===== config.mk =====
export PLATFORM = sky130hd
export DESIGN_NAME = banked_iram
export DESIGN_NICKNAME = d
export VERILOG_FILES = /design/src/rtl/iram_pkg.sv /design/src/rtl/iram_rst_sync.sv /design/src/rtl/iram_addr_map.sv /design/src/rtl/iram_bit_merge.sv /design/src/rtl/iram_store.sv /design/src/rtl/banked_iram.sv
export SDC_FILE = /design/constraint.sdc
export NUM_CORES = 2
export LEC_CHECK = 0
export BUFFER_PORTS_ARGS = -buffer_cell sky130_fd_sc_hd__buf_2
export CAP_MARGIN = 5
export CORE_AREA = 2 2 307 279
export CTS_CLUSTER_DIAMETER = 80
export DETAILED_ROUTE_END_ITERATION = 12
export DIE_AREA = 0 0 309 281
export PLACE_DENSITY = 0.8
export SLEW_MARGIN = 20
export SYNTH_ARGS = -nofsm -noshare
export SYNTH_HDL_FRONTEND = slang
export SYNTH_SLANG_ARGS = --single-unit

===== constraint.sdc =====
create_clock -name clk -period 4.3 [get_ports clk]
set_clock_uncertainty 0.05 [all_clocks]
set_input_delay 0.86 -clock clk [delete_from_list [all_inputs] [get_ports clk]]
set_output_delay 0.86 -clock clk [all_outputs]
set_load 0.02 [all_outputs]

===== src/rtl/iram_pkg.sv =====
package iram_pkg;
  localparam int unsigned IRAM_DATA_W    = 8;
  localparam int unsigned IRAM_DEPTH     = 128;
  localparam int unsigned IRAM_BANKS     = 4;
  localparam int unsigned IRAM_REGS      = 8;
  localparam int unsigned IRAM_BIT_BASE  = 32;
  localparam int unsigned IRAM_BIT_BYTES = 16;

  // Which port supplies the next value of one storage row.
  typedef enum logic [1:0] {
    SRC_HOLD = 2'd0,
    SRC_BIT  = 2'd1,
    SRC_REG  = 2'd2,
    SRC_BYTE = 2'd3
  } iram_src_e;
endpackage


===== src/rtl/iram_rst_sync.sv =====
module iram_rst_sync #(
  parameter int unsigned STAGES = 2
) (
  input  logic clk,
  input  logic rst_n_in,
  output logic rst_n_out
);
  logic [STAGES-1:0] sync_q;
  logic [STAGES-1:0] sync_d;

  always_comb begin
    sync_d = {sync_q[STAGES-2:0], 1'b1};
  end

  always_ff @(posedge clk or negedge rst_n_in) begin
    if (!rst_n_in) sync_q <= '0;
    else           sync_q <= sync_d;
  end

  assign rst_n_out = sync_q[STAGES-1];
endmodule


===== src/rtl/iram_addr_map.sv =====
module iram_addr_map #(
  parameter int unsigned ADDR_W   = 7,
  parameter int unsigned BANK_W   = 2,
  parameter int unsigned REG_W    = 3,
  parameter int unsigned BITA_W   = 7,
  parameter int unsigned POS_W    = 3,
  parameter int unsigned BIT_BASE = 32
) (
  input  logic [BANK_W-1:0] bank,
  input  logic [REG_W-1:0]  reg_num,
  input  logic [BITA_W-1:0] bit_addr,
  output logic [ADDR_W-1:0] reg_byte,
  output logic [ADDR_W-1:0] bit_byte,
  output logic [POS_W-1:0]  bit_pos
);
  localparam int unsigned ROW_W = BITA_W - POS_W;

  logic [ROW_W-1:0] bit_row;

  always_comb begin
    reg_byte = ADDR_W'({bank, reg_num});
    bit_row  = bit_addr[BITA_W-1:POS_W];
    bit_byte = ADDR_W'(BIT_BASE) + ADDR_W'(bit_row);
    bit_pos  = bit_addr[POS_W-1:0];
  end
endmodule


===== src/rtl/iram_bit_merge.sv =====
module iram_bit_merge #(
  parameter int unsigned DATA_W = 8,
  parameter int unsigned POS_W  = 3
) (
  input  logic [DATA_W-1:0] old_byte,
  input  logic [POS_W-1:0]  pos,
  input  logic              val,
  output logic [DATA_W-1:0] new_byte,
  output logic              old_bit
);
  always_comb begin
    new_byte = old_byte;
    old_bit  = 1'b0;
    for (int i = 0; i < DATA_W; i++) begin
      if (pos == POS_W'(i)) begin
        new_byte[i] = val;
        old_bit     = old_byte[i];
      end
    end
  end
endmodule


===== src/rtl/iram_store.sv =====
module iram_store
  import iram_pkg::*;
#(
  parameter int unsigned DEPTH  = 128,
  parameter int unsigned DATA_W = 8,
  localparam int unsigned ADDR_W = $clog2(DEPTH)
) (
  input  logic              clk,
  input  logic              byte_we,
  input  logic [ADDR_W-1:0] byte_waddr,
  input  logic [DATA_W-1:0] byte_wdata,
  input  logic              reg_we,
  input  logic [ADDR_W-1:0] reg_waddr,
  input  logic [DATA_W-1:0] reg_wdata,
  input  logic              bit_we,
  input  logic [ADDR_W-1:0] bit_waddr,
  input  logic [DATA_W-1:0] bit_wdata,
  input  logic [ADDR_W-1:0] rd_addr_a,
  input  logic [ADDR_W-1:0] rd_addr_b,
  input  logic [ADDR_W-1:0] rd_addr_c,
  output logic [DATA_W-1:0] rd_data_a,
  output logic [DATA_W-1:0] rd_data_b,
  output logic [DATA_W-1:0] rd_data_c
);
  logic [DATA_W-1:0] mem   [DEPTH];
  logic [DATA_W-1:0] row_d [DEPTH];
  logic [DEPTH-1:0]  row_en;

  for (genvar g = 0; g < DEPTH; g++) begin : g_row
    iram_src_e src;
    always_comb begin
      if (byte_we && byte_waddr == ADDR_W'(g))     src = SRC_BYTE;
      else if (reg_we && reg_waddr == ADDR_W'(g))  src = SRC_REG;
      else if (bit_we && bit_waddr == ADDR_W'(g))  src = SRC_BIT;
      else                                          src = SRC_HOLD;
    end
    assign row_en[g] = (src != SRC_HOLD);
    assign row_d[g]  = (src == SRC_BYTE) ? byte_wdata :
                       (src == SRC_REG)  ? reg_wdata  : bit_wdata;
  end

  // Storage rows carry no reset: contents survive a reset.
  always_ff @(posedge clk) begin
    for (int r = 0; r < DEPTH; r++) begin
      if (row_en[r]) mem[r] <= row_d[r];
    end
  end

  assign rd_data_a = mem[rd_addr_a];
  assign rd_data_b = mem[rd_addr_b];
  assign rd_data_c = mem[rd_addr_c];
endmodule


===== src/rtl/banked_iram.sv =====
module banked_iram
  import iram_pkg::*;
#(
  parameter int unsigned DATA_W    = IRAM_DATA_W,
  parameter int unsigned DEPTH     = IRAM_DEPTH,
  parameter int unsigned BANKS     = IRAM_BANKS,
  parameter int unsigned REGS      = IRAM_REGS,
  parameter int unsigned BIT_BASE  = IRAM_BIT_BASE,
  parameter int unsigned BIT_BYTES = IRAM_BIT_BYTES,
  localparam int unsigned ADDR_W = $clog2(DEPTH),
  localparam int unsigned BANK_W = $clog2(BANKS),
  localparam int unsigned REG_W  = $clog2(REGS),
  localparam int unsigned POS_W  = $clog2(DATA_W),
  localparam int unsigned BITA_W = $clog2(BIT_BYTES * DATA_W)
) (
  input  logic              clk,
  input  logic              rst_n,
  input  logic              bank_we,
  input  logic [BANK_W-1:0] bank_wdata,
  output logic [BANK_W-1:0] bank_q,
  input  logic [ADDR_W-1:0] byte_addr,
  input  logic              byte_we,
  input  logic [DATA_W-1:0] byte_wdata,
  output logic [DATA_W-1:0] byte_rdata,
  input  logic [REG_W-1:0]  reg_num,
  input  logic              reg_we,
  input  logic [DATA_W-1:0] reg_wdata,
  output logic [DATA_W-1:0] reg_rdata,
  input  logic [BITA_W-1:0] bit_addr,
  input  logic              bit_we,
  input  logic              bit_wval,
  output logic              bit_rdata
);
  logic              rst_q;
  logic [BANK_W-1:0] bank_d;
  logic              bank_en;
  logic [ADDR_W-1:0] reg_byte;
  logic [ADDR_W-1:0] bit_byte;
  logic [POS_W-1:0]  bit_pos;
  logic [DATA_W-1:0] bit_old;
  logic [DATA_W-1:0] bit_new;

  iram_rst_sync #(.STAGES(2)) u_rst (
    .clk       (clk),
    .rst_n_in  (rst_n),
    .rst_n_out (rst_q)
  );

  // Bank selection: next-state and register kept apart.
  always_comb begin
    bank_en = bank_we;
    bank_d  = bank_wdata;
  end

  always_ff @(posedge clk or negedge rst_q) begin
    if (!rst_q)       bank_q <= '0;
    else if (bank_en) bank_q <= bank_d;
  end

  iram_addr_map #(
    .ADDR_W(ADDR_W), .BANK_W(BANK_W), .REG_W(REG_W),
    .BITA_W(BITA_W), .POS_W(POS_W), .BIT_BASE(BIT_BASE)
  ) u_map (
    .bank     (bank_q),
    .reg_num  (reg_num),
    .bit_addr (bit_addr),
    .reg_byte (reg_byte),
    .bit_byte (bit_byte),
    .bit_pos  (bit_pos)
  );

  iram_bit_merge #(.DATA_W(DATA_W), .POS_W(POS_W)) u_merge (
    .old_byte (bit_old),
    .pos      (bit_pos),
    .val      (bit_wval),
    .new_byte (bit_new),
    .old_bit  (bit_rdata)
  );

  iram_store #(.DEPTH(DEPTH), .DATA_W(DATA_W)) u_store (
    .clk        (clk),
    .byte_we    (byte_we),
    .byte_waddr (byte_addr),
    .byte_wdata (byte_wdata),
    .reg_we     (reg_we),
    .reg_waddr  (reg_byte),
    .reg_wdata  (reg_wdata),
    .bit_we     (bit_we),
    .bit_waddr  (bit_byte),
    .bit_wdata  (bit_new),
    .rd_addr_a  (byte_addr),
    .rd_addr_b  (reg_byte),
    .rd_addr_c  (bit_byte),
    .rd_data_a  (byte_rdata),
    .rd_data_b  (reg_rdata),
    .rd_data_c  (bit_old)
  );
endmodule


==> flow_summary.ini <==
[sta]
hold_viol = 0
fin_crit_sh_pct = 99.96
fmax_ghz = 0.2326
setup_viol = 0
min_period_ns = 4.298
rsz0062_at_grt = false
tightest_slew_ns = 1.040
max-slew-margin-rel_pct = 30.65
slew_viol_final = 0

[global_routing]
grt_overflow = 0
antenna_found_initial = 6
grt_pass1_vias = 34999
grt_start_max_net_pins = 93
grt_first_pass_wirelength_microns = 236600
track_usage_pct = 37.68

[clocking]
htreeDepth = 3
cts_tree = yes
clk_latency_ns = 0.70
root_buffer = clkbuf_16
cts_buffer_depth = 3
path_clk_slew_ns = 0.06
clkSinkCount = 1028
numCtsBuffers = 98

[synthesis]
synthSimpleGateAreaFrac_pct = 8.527
yosys-top-cells-area = edfxtp_1 (61%), mux4_2 (17%), o21ai_0 (3.7%), nor2_1 (2.2%), a21oi_1 (2.0%)
synth_cells = 3590
syn-num-nets = 3632
async_flop_share_pct = 0.3891
synth_commonest_cells = edfxtp_1 (1,024), mux4_2 (386), o21ai_0 (375)
synth-adder-area-share_pct = 0
synth_xor_xnor_area_share_pct = 0
synth_cell_types = 57
synth.top_cell.area_share_pct = 60.64
synth_edf_count = 1024
ys.flop_type = edfxtp_1
synth.most_common_cell = edfxtp_1
syn_area_sq_um = 50710
yosysWarningCount = 0
ys_ff_latch = 1028
synth_top_family_by_area = multiplexers
synth_top_area_cell = edfxtp_1
synth_mux_area_share_pct = 18.62
seq_area_frac_synth_pct = 60.84
synth-compound-area-share_pct = 8.658
syn_area_per_cell_sq_um = 14.12

[power_and_ir_drop]
power_density_nw_per_um2 = 392.9
power_mw = 22.51
peakVddDrop_mv = 0.3079
cellLeakagePower_nw = 18.84

[floorplan]
io_pins = 61
die_h_microns = 281
fp.dieW_microns = 309
core_sq_um = 83660
initial_core_util_pct = 60.61
rows = 101
dieArea_sq_um = 86830

[worst_hold_path]
hold_class = register to register

[setup_path]
worstPathMaxFanout = 23
setup.worst_path.end_class = primary output
startpoint_type = input pin
cp.required_ns = 3.39
worstSetupPathType = input pin to primary output
arrival_ns = 3.39

[detailed_routing]
met1_length_microns = 53090
viasPerCell = 7.570
totalWireLength_microns = 163600
met2WireLength_microns = 72410
drcViolationCount = 0
drt_iter0_markers = 8132
drtAntennaViolNets = 0
wl_per_cell_microns = 33.10
firstDrtPassIters = 9
route.met3.wl_microns = 29030
highest_layer = met5
num_vias = 37424

[finish]
final_net_count = 3769
area_growth_pct = 12.97
stdcell_count = 4944
nFillCells = 5365
drive_gt1_share_pct = 25.53

[status]
status = completed

[flow_run]
drv_cap = 0

[placement]
dp.cells = 4753
io_buffer_count = 60
dp_hpwl_microns = 103500
gp_congestion = 0.9686
## power by group
group / leakage [nW] / total (mW) / internal [mW] / switching [mW]
registers: 9.28 / 11.2 / 11.2 / 0.0430
clock network: 1.52 / 8.67 / 4.74 / 3.93
logic: 8.05 / 2.60 / 1.01 / 1.59
## layout by cell type, fill, tap and decap left out, drive strengths merged, types with 58 or more instances in the layout
master,instances
o21ai,392
nand3,59
nor3,132
clkbuf,117
buf,387
edfxtp,1024
mux2i,58
nand2,260
a21oi,209
nor2,294
mux4,386
## cells by family (layout without fill, tap and decap cells)
family	count (synthesis)	after routing
other	1	4
AOI/OAI and AO/OA	791	791
muxes	458	458
buffers and inverters	372	590
and+or+nand+nor	940	940
DFF	1028	1028
## sequential cells by signal (all words and copies together) (netlist names)
name          count
u_rst.sync_q      2
u_store.mem    1024
bank_q            2
## repair_timing
item / CTS / global route
cloned: 0 / 2
resized for setup: 15 / 8
hold endpoints to repair: 4 / 0
setup endpoints to repair: 6 / 6
setup buffers: 0 / 3
pin swaps: 0 / 1
hold buffers: 2 / 0
## final timing paths
kind / slack [ns] / to / from / depth (start not counted)
worst max-delay path: 0.002 / byte_rdata[2] / byte_addr[1] / 9
worst min-delay path: 0.31 / u_rst.sync_q[1]$_DFF_PN0_ / u_rst.sync_q[0]$_DFF_PN0_ / 0
worst max register to register: 1.18 / u_store.mem[2][6]$_DFFE_PP_ / bank_q[0]$_DFFE_PN0P_ / 6
worst min register to register: 0.31 / u_rst.sync_q[1]$_DFF_PN0_ / u_rst.sync_q[0]$_DFF_PN0_ / 0
max in group asynchronous: 3.56 / bank_q[0]$_DFFE_PN0P_ / u_rst.sync_q[1]$_DFF_PN0_ / 1
min in group asynchronous: 0.42 / u_rst.sync_q[1]$_DFF_PN0_ / rst_n / 2
## layer usage
layer	vias to the layer above	track usage [%]
met2	4131	56.08
met1	18049	52.10
met4	8	15.47
li1	14471	-
met5	-	0.3971
met3	765	11.80
## layout make-up
cell class / count / area (sq um) / area share (%)
repair buffers: 391 / 3462 / 6.044
flip-flops and latches: 1028 / 30850 / 53.85
clock inverters: 66 / 625.6 / 1.092
inverters: 18 / 67.56 / 0.1179
clock buffers: 115 / 2537 / 4.430
diodes: 3 / 7.507 / 0.01311
well taps: 1133 / 1418 / 2.475
multi-input cells: 2190 / 18320 / 31.97
## worst max-delay path, cell delays in order
cell and delay [ns]:
buf_8 0.30, buf_12 0.21, buf_4 0.20, mux2i_1 0.15
a22oi_1 0.22, nand4_1 0.15, a41o_1 0.32, a211oi_1 0.64
buf_2 0.30
## stage by stage
step	setup TNS (ns)	area [sq um]	setup WS, ns	hold WS (ns)	utilization (%)
floorplan	0	50710	0.3920	-0.03895	-
global placement	-0.9303	53850	-0.5629	-0.03014	64.37
detailed placement	-1.045	53880	-0.6054	-0.02590	64.40
CTS	0	57140	0.007373	0.3082	68.30
global route	0	57280	0.003377	0.3134	68.46
finish	0	57280	0.001525	0.3084	68.47
Note: power is estimated with default switching activity, not from simulation.
